$ cat config.mk
export PLATFORM = sky130hd
export DESIGN_NAME = smsc_mac_unit
export DESIGN_NICKNAME = d
export VERILOG_FILES = /design/src/rtl/smsc_pkg.sv /design/src/rtl/smsc_popcnt.sv /design/src/rtl/smsc_front.sv /design/src/rtl/smsc_sat_acc.sv /design/src/rtl/smsc_mac_unit.sv
export SDC_FILE = /design/constraint.sdc
export NUM_CORES = 1
export LEC_CHECK = 0
export CORE_ASPECT_RATIO = 0.9
export CORE_MARGIN = 4
export CORE_UTILIZATION = 46
export DETAILED_ROUTE_END_ITERATION = 8
export PLACE_DENSITY_LB_ADDON = 0.2
export RECOVER_POWER = 25
export SLEW_MARGIN = 15
export SYNTH_ARGS = -nofsm -noshare
export SYNTH_HDL_FRONTEND = slang
export SYNTH_SLANG_ARGS = --single-unit
$ cat constraint.sdc
create_clock -name clk -period 3 [get_ports clk]
set_input_delay 0.3 -clock clk [delete_from_list [all_inputs] [get_ports clk]]
set_output_delay 0.3 -clock clk [all_outputs]
set_load 0.1 [all_outputs]
$ cat src/rtl/smsc_pkg.sv
package smsc_pkg;

    typedef enum logic {
        SGN_POS = 1'b0,
        SGN_NEG = 1'b1
    } sgn_e;

    function automatic int cnt_bits(input int w);
        return $clog2(w + 1);
    endfunction

    function automatic sgn_e prod_sign(input logic sa, input logic sb);
        return sgn_e'(sa ^ sb);
    endfunction

endpackage

$ cat src/rtl/smsc_popcnt.sv
module smsc_popcnt #(
    parameter int W  = 8,
    parameter int CW = 4
) (
    input  logic [W-1:0]  bits_i,
    output logic [CW-1:0] cnt_o
);
    localparam int HALF = W / 2;

    generate
        if (W == 1) begin : g_leaf
            assign cnt_o = CW'(bits_i[0]);
        end else begin : g_split
            logic [CW-1:0] lo_cnt;
            logic [CW-1:0] hi_cnt;
            smsc_popcnt #(.W(HALF), .CW(CW)) lo_i (
                .bits_i(bits_i[HALF-1:0]),
                .cnt_o (lo_cnt)
            );
            smsc_popcnt #(.W(W - HALF), .CW(CW)) hi_i (
                .bits_i(bits_i[W-1:HALF]),
                .cnt_o (hi_cnt)
            );
            assign cnt_o = lo_cnt + hi_cnt;
        end
    endgenerate

endmodule

$ cat src/rtl/smsc_front.sv
module smsc_front
    import smsc_pkg::*;
#(
    parameter int WORD_W = 8,
    parameter int CW     = cnt_bits(WORD_W)
) (
    input  logic              clk,
    input  logic              rst,
    input  logic              clr,
    input  logic              vld,
    input  logic              first,
    input  logic              sa,
    input  logic              sb,
    input  logic [WORD_W-1:0] ma,
    input  logic [WORD_W-1:0] mb,
    output logic              st_vld,
    output sgn_e              st_neg,
    output logic [CW-1:0]     st_cnt
);
    logic [WORD_W-1:0] prod_w;
    logic [CW-1:0]     cnt_w;
    sgn_e              held_q;
    sgn_e              word_sgn;

    assign prod_w   = ma & mb;
    assign word_sgn = first ? prod_sign(sa, sb) : held_q;

    smsc_popcnt #(.W(WORD_W), .CW(CW)) cnt_i (
        .bits_i(prod_w),
        .cnt_o (cnt_w)
    );

    always_ff @(posedge clk) begin
        if (rst) begin
            held_q <= SGN_POS;
            st_vld <= 1'b0;
            st_neg <= SGN_POS;
            st_cnt <= '0;
        end else begin
            if (vld && first) begin
                held_q <= prod_sign(sa, sb);
            end
            st_vld <= vld && !clr;
            st_neg <= word_sgn;
            st_cnt <= cnt_w;
        end
    end

endmodule

$ cat src/rtl/smsc_sat_acc.sv
module smsc_sat_acc
    import smsc_pkg::*;
#(
    parameter int CW    = 4,
    parameter int ACC_W = 12
) (
    input  logic             clk,
    input  logic             rst,
    input  logic             clr,
    input  logic             in_vld,
    input  sgn_e             in_neg,
    input  logic [CW-1:0]    in_cnt,
    output logic [ACC_W-1:0] acc_o
);
    localparam logic [ACC_W-1:0] MAXV = {1'b0, {(ACC_W-1){1'b1}}};
    localparam logic [ACC_W-1:0] MINV = {1'b1, {(ACC_W-1){1'b0}}};

    logic [ACC_W:0]   ext;
    logic [ACC_W:0]   delta;
    logic [ACC_W:0]   sum;
    logic [ACC_W-1:0] nxt;

    always_comb begin
        ext   = {acc_o[ACC_W-1], acc_o};
        delta = {{(ACC_W+1-CW){1'b0}}, in_cnt};
        if (in_neg == SGN_NEG) begin
            delta = ~delta + 1'b1;
        end
        sum = ext + delta;
        if (sum[ACC_W] != sum[ACC_W-1]) begin
            nxt = sum[ACC_W] ? MINV : MAXV;
        end else begin
            nxt = sum[ACC_W-1:0];
        end
    end

    always_ff @(posedge clk) begin
        if (rst || clr) begin
            acc_o <= '0;
        end else if (in_vld) begin
            acc_o <= nxt;
        end
    end

endmodule

$ cat src/rtl/smsc_mac_unit.sv
module smsc_mac_unit
    import smsc_pkg::*;
#(
    parameter int WORD_W = 8,
    parameter int ACC_W  = 12
) (
    input  logic              clk,
    input  logic              rst,
    input  logic              clr_i,
    input  logic              vld_i,
    input  logic              first_i,
    input  logic              sign_a_i,
    input  logic              sign_b_i,
    input  logic [WORD_W-1:0] mag_a_i,
    input  logic [WORD_W-1:0] mag_b_i,
    output logic [ACC_W-1:0]  acc_o
);
    localparam int CW = cnt_bits(WORD_W);

    logic          st_vld;
    sgn_e          st_neg;
    logic [CW-1:0] st_cnt;

    smsc_front #(.WORD_W(WORD_W), .CW(CW)) front_i (
        .clk   (clk),
        .rst   (rst),
        .clr   (clr_i),
        .vld   (vld_i),
        .first (first_i),
        .sa    (sign_a_i),
        .sb    (sign_b_i),
        .ma    (mag_a_i),
        .mb    (mag_b_i),
        .st_vld(st_vld),
        .st_neg(st_neg),
        .st_cnt(st_cnt)
    );

    smsc_sat_acc #(.CW(CW), .ACC_W(ACC_W)) acc_i (
        .clk   (clk),
        .rst   (rst),
        .clr   (clr_i),
        .in_vld(st_vld),
        .in_neg(st_neg),
        .in_cnt(st_cnt),
        .acc_o (acc_o)
    );

endmodule

* After elaboration in Yosys (flattened, before gate mapping)
Index checks and enable logic that the tools add are counted.
** Operators by class
- Add/subtract/negate cells :: 9
- Equal/unequal tests :: 1
- Multiplexer cells :: 4
- Bitwise logic cells :: 3
- Reductions and logical operators :: 4
** Operators with widths (count)
- $mux W12 :: 2
- $add A13 B1 Y13 const B :: 1
- $add A13 B13 Y13 :: 1
- $mux W13 :: 1
- $not A4 Y13 :: 1
- $add A1 B1 Y2 :: 4
- $add A4 B4 Y4 :: 2
- $and A8 B8 Y8 :: 1
- $add A2 B4 Y4 :: 1
- $logic_and A1 B1 Y1 :: 2
- $logic_not A1 Y1 :: 1
- $logic_or A1 B1 Y1 :: 1
- $mux W1 :: 1
- $ne A1 B1 Y1 :: 1
- $xor A1 B1 Y1 :: 1
** Storage, ports and cells
- Register bits :: 19
- Logic and storage cells :: 26

* Logic depth before layout (Yosys ltp)
- Depth in word-level cells :: 6
- Gate-level depth with buffers :: 13
- Depth with buffers taken out :: 12

* By module
From an unflattened synthesis, not the netlist that was laid out.
** Unflattened totals
- Cell total of the unflattened synthesis :: 274
- Area total of the unflattened synthesis :: 2401.1 µm²
** By module, submodules not included
- smsc_sat_acc :: instances 1, cells an instance 146, area each 1173.6 µm², sequential area each 240.2 µm²
- smsc_popcnt at front_i.cnt_i ... :: instances 7, cells an instance 9, area each 100.1 µm², sequential area each 0.0 µm²
- smsc_popcnt at front_i.cnt_i.g_split.hi_i.g_split.hi_i.g_split.hi_i ... :: instances 8, cells an instance 5, area each 33.8 µm², sequential area each 0.0 µm²
- smsc_front :: instances 1, cells an instance 25, area each 256.5 µm², sequential area each 140.1 µm²

* Worst setup path after synthesis
No wires, ideal clock.
- Path kind :: flip-flop to flip-flop
- Start point :: register acc_i.acc_o[1]
- End point :: register acc_i.acc_o[3]
- Arrival :: 2.955 ns
- Required time :: 2.880 ns
- Setup slack :: -0.075 ns
- Cell stages (with the launch flop) :: 10
- Path through :: dfxtp_1 ha_1 a211oi_2 nor2_1 a221o_1 a31oi_4 xor2_2 buf_6 a211oi_1 o221a_1
** Between the ends
- Cells in the longest elaborated chain, start to end :: 3
- Elaborated cells between the ends (all ways) :: 4
** Ends and longest elaborated chain
- from (decl) :: line smsc_sat_acc.sv:13 : output logic [ACC_W-1:0] acc_o
- from (signal assigned) :: line smsc_sat_acc.sv:41 : acc_o <= nxt;
- $add A13 B13 Y13 (*) :: line smsc_sat_acc.sv:29 : sum = ext + delta;
- $mux W12 or $ne A1 B1 Y1 (tied branches) :: line smsc_sat_acc.sv:31, smsc_sat_acc.sv:30
- $mux W12 (*) :: line smsc_sat_acc.sv:30 : if (sum[ACC_W] != sum[ACC_W-1]) begin
Every way passes the cells marked *; elsewhere a longest branch is shown, timed or not.
A chain may end at the register's enable or synchronous reset.

* Final worst setup path
- Start point :: register front_i.st_cnt[1]
- End point :: register acc_i.acc_o[2]
** Between the ends
- Cells in the longest elaborated chain, start to end :: 6
- Elaborated cells between the ends (all ways) :: 7
** Ends and longest elaborated chain
- from (decl) :: line smsc_front.sv:18 : output logic [CW-1:0] st_cnt
- from (signal assigned) :: line smsc_front.sv:45 : st_cnt <= cnt_w;
- $not A4 Y13 :: line smsc_sat_acc.sv:27 : delta = ~delta + 1'b1;
- $add A13 B1 Y13 :: line smsc_sat_acc.sv:27
- $mux W13 (*) :: line smsc_sat_acc.sv:26 : if (in_neg == SGN_NEG) begin
- $add A13 B13 Y13 (*) :: line smsc_sat_acc.sv:29
- $mux W12 or $ne A1 B1 Y1 (tied branches) :: line smsc_sat_acc.sv:31, smsc_sat_acc.sv:30
- $mux W12 (*) :: line smsc_sat_acc.sv:30
Marked as above.

==> impl_metrics.ini <==
[run_status]
status = complete, but fails checks
violations = negative setup slack

[critical_path]
worstSetupStartpoint = front_i.st_cnt[1]
end_kind = flop
critPathTopFamily = compound AO/OA/AOI/OAI gates
crit_top_cell = o21ai_2
crit_cells = 13
critPathLaunchType = flop
crit_chain = inv_2 -> ha_4 -> nand2b_1 -> xnor2_1 -> ha_2 -> o21ai_2 -> nor2_1 -> a221o_1 -> a31oi_4 -> xor2_2 -> o21ai_2 -> buf_4 -> o221a_1
path_class = flop to flop
slowest_delay_ps = 420
arrival_ps = 3170
rr_endpoint = acc_i.acc_o[2]
crit_path_end = acc_i.acc_o[2]
worstPathRequired_ps = 3150
crit_buf_inv = 2
rrSetupSlack_ps = -20
ff2ff_path_depth = 13
worst_path_max_delay_cell = a221o_1
r2r-start = front_i.st_cnt[1]
path_max_fanout = 6

[timing]
slew_headroom = 0.2198
fin_worst_skew_ps = 5.796
fin_crit_sh = 1.006
finalWorstSetupSlack_ps = -18.26
slew_viol_final = 0
worstMarginPinSlew_ps = 1175
fin_crit_ps = 3018
hold_viol_final = 0
finalSetupViolations = 3
fmax_mhz = 331.3

[finish]
area_growth_syn_to_layout_pct = 45.98
drive_gt1_frac = 0.3231
stdcell_count = 271
fillers = 224
final_area_sq_mm = 0.002292
fin_nets = 276
diodes = 0

[clock_network]
cts_max_path_buffers = 2
cts_made_buffers = 3
insertion_delay_ps = 260
hold_buffers = 0
htreeDepth = 1
cts_sinks = 19
cts-root-buf = clkbuf_8
cts_tree = done
clk_pin_slew_ps = 80

[global_routing]
grt_pass1_vias = 1512
grt_use_total = 0.1779
grt_overflow_total = 0
grt_pass1_wl_mm = 6.492
grt_max_degree = 17
grt_antenna_before_repair = 0

[synthesis]
synth_area_sq_mm = 0.001570
async_flop_share = 0
ys_seq_area_frac = 0.2422
synth_seq_cells = 19
synth_area_per_cell_sq_um = 9.403
synth_edf_count = 0
synth_top_flop_cell = dfxtp_1
yosysUniqueCellTypes = 44
syn_inst = 167
ys_warn_count = 0
syn-num-nets = 213

[placement]
dp_cells = 260
hpwl_mm = 3.154
dpl_cell_area_sq_mm = 0.002072
portBuffers = 34
place.gp.congestion = 0.8663

[pwr]
leakage_nw = 0.9881
peakVddDrop_mv = 0.2083
powerDensity_mw_per_mm2 = 377.3

[die]
fp-row-count = 19
coreArea_sq_mm = 0.003162
top_level_ports = 35
die_area_sq_mm = 0.004413
start_util = 0.4966
chipWidth_um = 69.59
die_h_um = 63.43

[route]
dr.pass1.iters = 4
drc = 0
drtIter0Drc = 85
drt_wl_total_mm = 4.566
vias_per_cell = 5.690
ant_nets = 0
vias = 1542
wl_per_cell_um = 16.85

[flow_run]
drv_cap = 0

[worst_hold_path]
hp-class = flop to flop
metrics by stage:
step | total power [mW] | utilization | worst slack [ps] | TNS (ps) | hold slack (ps)
5_1_grt | 0.9184 | 0.7250 | -240.9 | -1495 | 570.6
3_5_place_dp | 0.6018 | 0.6553 | -94.56 | -493.2 | 502.5
6_report | 0.8647 | 0.7250 | -18.26 | -34.58 | 498.8
2_1_floorplan | 0.4907 | - | 0.07305 | 0 | 379.3
4_1_cts | 0.7956 | 0.6814 | 12.56 | 0 | 514.1
3_3_place_gp | 0.5900 | 0.6553 | -96.65 | -302.8 | 493.7
worst min-delay path by stage:
stage	depth (start not counted)	startpoint	endpoint
final	2	front_i.held_q	front_i.st_neg
after global routing	2	front_i.held_q	front_i.st_neg
after CTS	2	front_i.held_q	front_i.st_neg
after detailed placement	2	front_i.held_q	front_i.st_neg
after global placement	2	front_i.held_q	front_i.st_neg
after floorplan	1	clr_i	acc_i.acc_o[11]
per-layer routing:
layer	global-route usage	share of wire	vias to the layer above
li1	-	-	742
met5	0	0	-
met3	0.03816	0.063	6
met4	0.009756	0.0083	0
met1	0.2272	0.44	725
met2	0.3214	0.48	69
sequential cells by signal, summed over array words and instances (netlist names):
signal          cells
front_i.st_neg      1
front_i.held_q      1
acc_i.acc_o        12
front_i.st_vld      1
front_i.st_cnt      4
cells in the mapped netlist, types with 2 or more instances:
cell / number / share of area
dfxtp_1: 19 / 0.24
ha_1: 18 / 0.14
a21oi_1: 16 / 0.051
and2_1: 9 / 0.036
inv_1: 9 / 0.022
nand2_1: 8 / 0.019
nor2_1: 8 / 0.019
o221a_1: 8 / 0.057
xnor2_1: 8 / 0.045
o21ai_0: 6 / 0.019
a21o_1: 5 / 0.024
fa_1: 5 / 0.064
clkbuf_1: 4 / 0.0096
a211oi_1: 3 / 0.014
nor3_1: 3 / 0.0096
xor2_1: 3 / 0.017
a2111oi_0: 2 / 0.011
a21boi_0: 2 / 0.0096
and3_1: 2 / 0.0080
buf_6: 2 / 0.014
maj3_1: 2 / 0.013
nand3_1: 2 / 0.0064
nor2b_1: 2 / 0.0080
area by class of cell:
class	instances	area, sq um	area share
sequential	19	391.6	0.1709
inverter	9	33.78	0.01474
clock buffer	3	41.29	0.01801
tap	42	52.55	0.02293
clock inverter	1	5.005	0.002183
timing repair buffer	64	529.3	0.2309
multi-input combinational	133	1239	0.5404
kinds of logic after synthesis:
group | after synthesis | synth area share
compound gates | 56 | 0.2757
simple gates | 37 | 0.1211
fa+ha+maj | 26 | 0.2271
flops | 19 | 0.2422
buf+inv | 15 | 0.04541
xor+xnor | 13 | 0.08208
mux | 1 | 0.006375
tightest hold or removal path, cell delays in order (launching register included):
cell      delay [ps]
dfxtp_1          310
nor2_1           100
a211oi_1          50
layout by cell type (no fill, tap or decap), types with 6 or more instances in the layout:
cell             count
buf_4               32
clkdlybuf4s50_1     21
a21oi_1             14
dfxtp_1             12
ha_1                10
and2_1               9
nand2_1              8
nor2_1               8
xnor2_1              8
o221a_1              8
inv_1                7
ha_4                 6
dfxtp_2              6
report_power, final:
part	switching [mW]	internal, mW	total (mW)
sequential	0.0194	0.269	0.288
clock	0.0900	0.0925	0.182
combinational	0.199	0.195	0.394
total	0.308	0.556	0.865
what timing repair did:
item | 4_1_cts | 5_1_grt
resized for setup | 5 | 31
pin swaps | 4 | 25
gates cloned | 1 | 0
setup endpoints to repair | 11 | 12
buffers inserted | 1 | 6
No activity file was read; power rests on OpenSTA's default activity.
